### src/rtl/irq_hub_pkg.sv
package irq_hub_pkg;
  localparam int NSRC   = 5;
  localparam int ADDR_W = 16;
  localparam int DATA_W = 8;

  localparam int S_SMP = 0;
  localparam int S_FRM = 1;
  localparam int S_LIN = 2;
  localparam int S_MAP = 3;
  localparam int S_DSK = 4;

  localparam logic [ADDR_W-1:0] A_SMP_CTL = 16'h4010;
  localparam logic [ADDR_W-1:0] A_FRM_CTL = 16'h4017;
  localparam logic [ADDR_W-1:0] A_FRM_ACK = 16'h4015;
  localparam logic [ADDR_W-1:0] A_LIN_OFF = 16'hE000;
  localparam logic [ADDR_W-1:0] A_LIN_ON  = 16'hE001;
  localparam logic [ADDR_W-1:0] A_MAP_REG = 16'h5204;
  localparam logic [ADDR_W-1:0] A_DSK_CTL = 16'h4022;
  localparam logic [ADDR_W-1:0] A_DSK_ACK = 16'h4030;

  localparam logic [DATA_W-1:0] V_MAP_ON  = 8'h80;
  localparam logic [DATA_W-1:0] V_MAP_OFF = 8'h00;
  localparam logic [DATA_W-1:0] V_DSK_ON  = 8'h02;
  localparam logic [DATA_W-1:0] V_DSK_OFF = 8'h00;
endpackage

### src/rtl/irq_bus_decode.sv
module irq_bus_decode
  import irq_hub_pkg::*;
(
  input  logic [ADDR_W-1:0] addr,
  input  logic [DATA_W-1:0] wdata,
  input  logic              wr,
  input  logic              rd,
  input  logic              restart,
  output logic [NSRC-1:0]   turn_on,
  output logic [NSRC-1:0]   turn_off,
  output logic [NSRC-1:0]   clr,
  output logic [NSRC-1:0]   rd_hit
);
  logic wr_smp, wr_frm, wr_map, wr_dsk;
  logic rd_frm, rd_map, rd_dsk;

  always_comb begin
    wr_smp = wr && (addr == A_SMP_CTL);
    wr_frm = wr && (addr == A_FRM_CTL);
    wr_map = wr && (addr == A_MAP_REG);
    wr_dsk = wr && (addr == A_DSK_CTL);
    rd_frm = rd && (addr == A_FRM_ACK);
    rd_map = rd && (addr == A_MAP_REG);
    rd_dsk = rd && (addr == A_DSK_ACK);

    turn_on  = '0;
    turn_off = '0;
    clr      = '0;
    rd_hit   = '0;

    turn_on[S_SMP]  = wr_smp &&  wdata[DATA_W-1];
    turn_off[S_SMP] = wr_smp && !wdata[DATA_W-1];
    clr[S_SMP]      = restart;

    turn_on[S_FRM]  = wr_frm && (wdata[DATA_W-1 -: 2] == 2'b00);
    turn_off[S_FRM] = wr_frm && (wdata[DATA_W-1 -: 2] != 2'b00);
    clr[S_FRM]      = rd_frm;
    rd_hit[S_FRM]   = rd_frm;

    turn_on[S_LIN]  = wr && (addr == A_LIN_ON);
    turn_off[S_LIN] = wr && (addr == A_LIN_OFF);

    turn_on[S_MAP]  = wr_map && (wdata == V_MAP_ON);
    turn_off[S_MAP] = wr_map && (wdata == V_MAP_OFF);
    clr[S_MAP]      = rd_map;
    rd_hit[S_MAP]   = rd_map;

    turn_on[S_DSK]  = wr_dsk && (wdata == V_DSK_ON);
    turn_off[S_DSK] = wr_dsk && (wdata == V_DSK_OFF);
    clr[S_DSK]      = rd_dsk;
    rd_hit[S_DSK]   = rd_dsk;
  end

  always_comb begin
    AST_RD_HIT_ONEHOT: assert ($onehot0(rd_hit));
  end
endmodule

### src/rtl/irq_src_cell.sv
module irq_src_cell (
  input  logic clk,
  input  logic rst_n,
  input  logic turn_on,
  input  logic turn_off,
  input  logic clr,
  input  logic evt,
  output logic en_q,
  output logic pend_q
);
  always_ff @(posedge clk or negedge rst_n) begin
    if (!rst_n) begin
      en_q   <= 1'b0;
      pend_q <= 1'b0;
    end else begin
      if (turn_off)     en_q <= 1'b0;
      else if (turn_on) en_q <= 1'b1;
      pend_q <= en_q && !turn_off && (evt || (pend_q && !clr));
    end
  end

  AST_OFF_CLEARS: assert property (@(posedge clk) disable iff (!rst_n)
    turn_off |=> !pend_q);
  AST_DROP_WHEN_OFF: assert property (@(posedge clk) disable iff (!rst_n)
    !en_q |=> !pend_q);
  AST_EVT_SETS: assert property (@(posedge clk) disable iff (!rst_n)
    (en_q && !turn_off && evt) |=> pend_q);
  AST_CLR_WORKS: assert property (@(posedge clk) disable iff (!rst_n)
    (clr && !evt) |=> !pend_q);
  AST_PEND_NEEDS_EN: assert property (@(posedge clk) disable iff (!rst_n)
    pend_q |-> en_q);
endmodule

### src/rtl/irq_readback.sv
module irq_readback
  import irq_hub_pkg::*;
(
  input  logic [NSRC-1:0]   rd_hit,
  input  logic [NSRC-1:0]   pend,
  output logic [DATA_W-1:0] rdata
);
  always_comb begin
    rdata = '0;
    rdata[DATA_W-1] = |(rd_hit & pend);
  end

  always_comb begin
    AST_RD_LOW_BITS_ZERO: assert (rdata[DATA_W-2:0] == '0);
  end
endmodule

### src/rtl/irq_hub.sv
module irq_hub
  import irq_hub_pkg::*;
(
  input  logic              clk,
  input  logic              rst_n,
  input  logic [ADDR_W-1:0] bus_addr,
  input  logic [DATA_W-1:0] bus_wdata,
  input  logic              bus_wr,
  input  logic              bus_rd,
  output logic [DATA_W-1:0] bus_rdata,
  input  logic [NSRC-1:0]   evt,
  input  logic              smp_restart,
  output logic              irq_n
);
  logic [NSRC-1:0] turn_on, turn_off, clr, rd_hit;
  logic [NSRC-1:0] en, pend;

  irq_bus_decode u_dec (
    .addr     (bus_addr),
    .wdata    (bus_wdata),
    .wr       (bus_wr),
    .rd       (bus_rd),
    .restart  (smp_restart),
    .turn_on  (turn_on),
    .turn_off (turn_off),
    .clr      (clr),
    .rd_hit   (rd_hit)
  );

  for (genvar i = 0; i < NSRC; i++) begin : g_src
    irq_src_cell u_cell (
      .clk      (clk),
      .rst_n    (rst_n),
      .turn_on  (turn_on[i]),
      .turn_off (turn_off[i]),
      .clr      (clr[i]),
      .evt      (evt[i]),
      .en_q     (en[i]),
      .pend_q   (pend[i])
    );
  end

  irq_readback u_rb (
    .rd_hit (rd_hit),
    .pend   (pend),
    .rdata  (bus_rdata)
  );

  assign irq_n = ~(|pend);

  AST_IRQ_DROPS_ON_EVT: assert property (@(posedge clk) disable iff (!rst_n)
    (|(evt & en & ~turn_off)) |=> !irq_n);
  AST_NO_RD_NO_DATA: assert property (@(posedge clk) disable iff (!rst_n)
    !bus_rd |-> (bus_rdata == '0));
  AST_STROBES_EXCL: assert property (@(posedge clk) disable iff (!rst_n)
    !(bus_wr && bus_rd));
endmodule

### config.mk
export PLATFORM = sky130hd
export DESIGN_NAME = irq_hub
export DESIGN_NICKNAME = d
export VERILOG_FILES = /design/src/rtl/irq_hub_pkg.sv /design/src/rtl/irq_bus_decode.sv /design/src/rtl/irq_src_cell.sv /design/src/rtl/irq_readback.sv /design/src/rtl/irq_hub.sv
export SDC_FILE = /design/constraint.sdc
export NUM_CORES = 1
export LEC_CHECK = 0
export ABC_CLOCK_PERIOD_IN_PS = 1000
export BUFFER_PORTS_ARGS = -buffer_cell sky130_fd_sc_hd__buf_2
export CORE_MARGIN = 2
export CORE_UTILIZATION = 37
export DETAILED_ROUTE_END_ITERATION = 16
export GPL_TIMING_DRIVEN = 0
export MAX_ROUTING_LAYER = met4
export PLACE_DENSITY = 0.8
export SYNTH_ARGS = -nofsm -noshare
export SYNTH_HDL_FRONTEND = slang
export SYNTH_SLANG_ARGS = --single-unit
### constraint.sdc
create_clock -name clk -period 1 [get_ports clk]
set_input_delay 0.1 -clock clk [delete_from_list [all_inputs] [get_ports clk]]
set_output_delay 0.1 -clock clk [all_outputs]
set_load 0.05 [all_outputs]
==> metrics.sh <==
OUTCOME='finished, violations left'
FAILED_CHECKS='setup timing'
ROUTE.ANTENNA.REMAINING_NETS=0
YOSYS_WARNINGS=0
YOSYS.AREA.TOP_TYPE_SHARE=0.357
NUM_ANTENNA_CELLS=0
FIN_TNS_SETUP_PS=-3190
SYNTHFLOPTYPE='dfrtp_1'
TIMING.SETUP.CRITICAL_PATH_CLASS='register to output pin'
WORSTPATHCELLLIST='or4_4 -> nor2_4 -> buf_6'
SETUP-VIOLATIONS-FINAL=12
CTS.ROOT.BUFFER_CELL='clkbuf_4'
REPORT.FINAL.SLEW_VIOL_COUNT=0
GRT_BUSIEST_LAYER='met2'
NUMBER_OF_ENABLE_TYPE_REGISTER_CELLS_IN_THE_SYNTHESIZED_NETLIST=0
SYNTH_AREA_UM2=701
GRT_START_MAX_NET_PINS=11
FINAL_LAYOUT_SIZE_SUFFIX_GT1_FRAC=0.659
CTSHTREEMAXLEVEL=1
TIMING.REG2REG.SETUP_SLACK_PS=30
YOSYSUNIQUECELLTYPES=29
DRT_FIRST_ITER_VIOLATIONS=11
OVERFLOW_AFTER_GRT=0
GRT.MET1_USAGE=0.244
FINAL_NET_COUNT=164
FIRST_PASS_GRT_WIRE_LENGTH_UM=3320
CP_DATA_ARRIVAL_TIME_PS=1460
MAX_STAGE_DELAY_PS=550
PLACEMENT.IO_BUFFERS=35
TOP_LIBRARY_CELLS_BY_USAGE_IN_THE_LAYOUT_FILL_AND_TAPS_ASIDE='26 x buf_2, 14 x buf_4, 10 x dfrtp_1, 7 x conb_1, 6 x buf_8'
CRITPATHMAXFANOUT=2
DESIGN.CORE.AREA_UM2=1750
RSZ0062_AT_GRT='true'
SYNTHADDERAREAFRAC=0
DPL_WIRE_LENGTH_UM=1570
TRITONCTS='built'
CRITPATHCAPTURETYPE='output pin'
FIRST_GLOBAL_VIAS=825
FIN_TOTAL_PWR_mW=1.06
SYNTHESIS.INSTANCES=74
SYNTH_COMPOUND_GATE_AREA_SHARE=0.129
FP-ROW-COUNT=15
TOP_CELLS_BY_AREA_IN_THE_SYNTHESIZED_NETLIST='dfrtp_1 36%, buf_4 7.5%, nor4_1 7.1%'
VDD_DROP_MAX_V=0.000828
FINCLKSKEW_PS=0.0927
BOUNDARYPINS=43
FILLERS=116
AREA_DELTA_SYNTH_FINAL_PCT=91.4
WORSTHOLDPATHTYPE='input pin to register'
SYNTH_XOR_XNOR_AREA_SHARE=0
VIAS_PER_CELL=5.37
SYNTH.MUX.AREA_FRACTION=0.0696
DRT-PASS1-ITER-COUNT=4
GROUTE.LAYER.MET2.USAGE=0.376
AVG_CELL_AREA_SYN_UM2=9.47
FINAL_REPORT_HOLD_VIOLATION_COUNT=0
CLK_LATENCY_PS=260
SYNTH_TOP_FAMILY_BY_AREA='simple AND/OR/NAND/NOR gates'
INITIAL_UTILIZATION=0.401
CRITPATHREQUIREDTIME_PS=900
FINALWORSTPATHREQUIREDPERIOD_PS=1560
REGISTER_BIT_TOTAL_FROM_SYNTHESIS=10
TIMING.FINAL.WS_SETUP_PS=-556
SYNTH_LARGEST_AREA_CELL='dfrtp_1'
HORIZ_DIE_DIM_UM=47.5
CELL_TYPE_GROUP_WITH_THE_LARGEST_TOTAL_DELAY_ON_THE_CRITICAL_PATH='simple AND/OR/NAND/NOR gates'
DIE_AREA_UM2=2260
SLOWEST_STAGE='or4_4'
NUMCLOCKSINKS=10
DRCVIOLATIONCOUNT=0
MIN_PERIOD_OVER_PERIOD=1.56
CLOCK_TREE.BUFFER_DEPTH=2
CRIT_PATH_START_KIND='register'
DRT_WL_TOTAL_UM=2320
PATH_CLK_SLEW_PS=70
MAX_CAP_VIOLATIONS=0
LAYOUT_COMMONEST_CELL='buf_2'
VIA_COUNT=827
GR-USAGE-MET3=0.0151
P_PER_AREA_nW_PER_UM2=789
CRITICAL_PATH.N_BUFFERS_INVERTERS=1
GRT_UTIL_OVERALL=0.217
ANTENNA_FOUND_INITIAL=0
ROUTABILITYCONGESTION=0.819
CLOCK.FMAX_MHz=643
ASYNC_S_R_FF_SHARE_SYNTH=1.00
DRT-WIRELENGTH-PER-CELL_UM=15.0
TRITONCTS.NUM_BUFFERS=3
DIE_H_UM=47.5
SYNTH-SIMPLE-AREA-SHARE=0.359
SYNTH_SEQUENTIAL_AREA_RATIO=0.357
STATIC-LEAKAGE-POWER_nW=0.598
[synth_stat cells (3+ instances only)]
| library cell | instances |
|---|---|
| dfrtp_1 | 10 |
| nor4_1 | 8 |
| buf_4 | 7 |
| nor2_1 | 6 |
| nand2_1 | 5 |
| mux2_2 | 3 |
| nand3_1 | 3 |
| nor3_1 | 3 |
| o21ai_0 | 3 |
[worst reg2reg max path: cells and delay by family (launching register included)]
family | cells | cell delay [ps]
DFF | 1 | 380
AOI/OAI and AO/OA | 2 | 350
buffers and inverters | 1 | 140
[worst paths after layout]
kind,to,cells after the start,startpoint
max in group asynchronous,g_src[2].u_cell.en_q,2,rst_n
worst min-delay path,g_src[1].u_cell.en_q,2,bus_wdata[6]
worst min register to register,g_src[3].u_cell.en_q,1,g_src[3].u_cell.en_q
worst max-delay path,irq_n,3,g_src[4].u_cell.pend_q
worst max register to register,g_src[4].u_cell.pend_q,3,g_src[4].u_cell.pend_q
min in group asynchronous,g_src[0].u_cell.pend_q,2,rst_n
[routing by layer]
metal / vias up / wire, um
li1: 389 / -
met1: 385 / 923
met2: 41 / 1140
met3: 12 / 136
met4: 0 / 113
met5: - / 0
[through the flow]
step                      cell area (um^2)  instances   util  worst slack [ps]  hold slack [ps]
final                                 1340        154  0.768              -556             54.6
after global routing                  1340        154  0.768              -599             57.5
after CTS                             1250        151  0.719              -584             39.1
after detailed placement              1000        140  0.575              -678            -27.3
after global placement                1000        140  0.575              -667            -32.4
after floorplan                        797         80      -              -424             -196
[cell families (layout without fill, tap and decap cells)]
kind of cell           after synthesis  in the layout
AO/OA/AOI/OAI                       12             12
buffers and inverters                8             57
flip-flops                          10             10
multiplexers                         4              4
other                                1              7
AND/OR/NAND/NOR                     39             39
[final cells by class]
| cell class | instances | area (um^2) | area share |
|---|---|---|---|
| repair buffers | 45 | 339 | 0.253 |
| flip-flops and latches | 10 | 250 | 0.187 |
| inverters | 1 | 3.75 | 0.00280 |
| clock buffers | 4 | 36.3 | 0.0271 |
| multi-input cells | 62 | 628 | 0.468 |
| plain buffers | 7 | 52.6 | 0.0392 |
| well taps | 25 | 31.3 | 0.0233 |
[power breakdown]
part	internal [mW]	switching [mW]	leakage, nW
sequential	0.404	0.0000491	0.140
clock	0.221	0.140	0.0210
combinational	0.127	0.166	0.438
[what timing repair did]
action	in CTS	in global routing
resized for setup	37	11
setup buffers	6	5
endpoints found under the hold margin	10	0
hold buffers	1	0
endpoints found under the setup margin	8	11
pin swaps	13	11
[sequential cells by signal, summed over array words and instances, names as in the netlist]
| signal | cells |
|---|---|
| g_src.u_cell.pend_q | 5 |
| g_src.u_cell.en_q | 5 |
(Power assumes the default switching activity.)
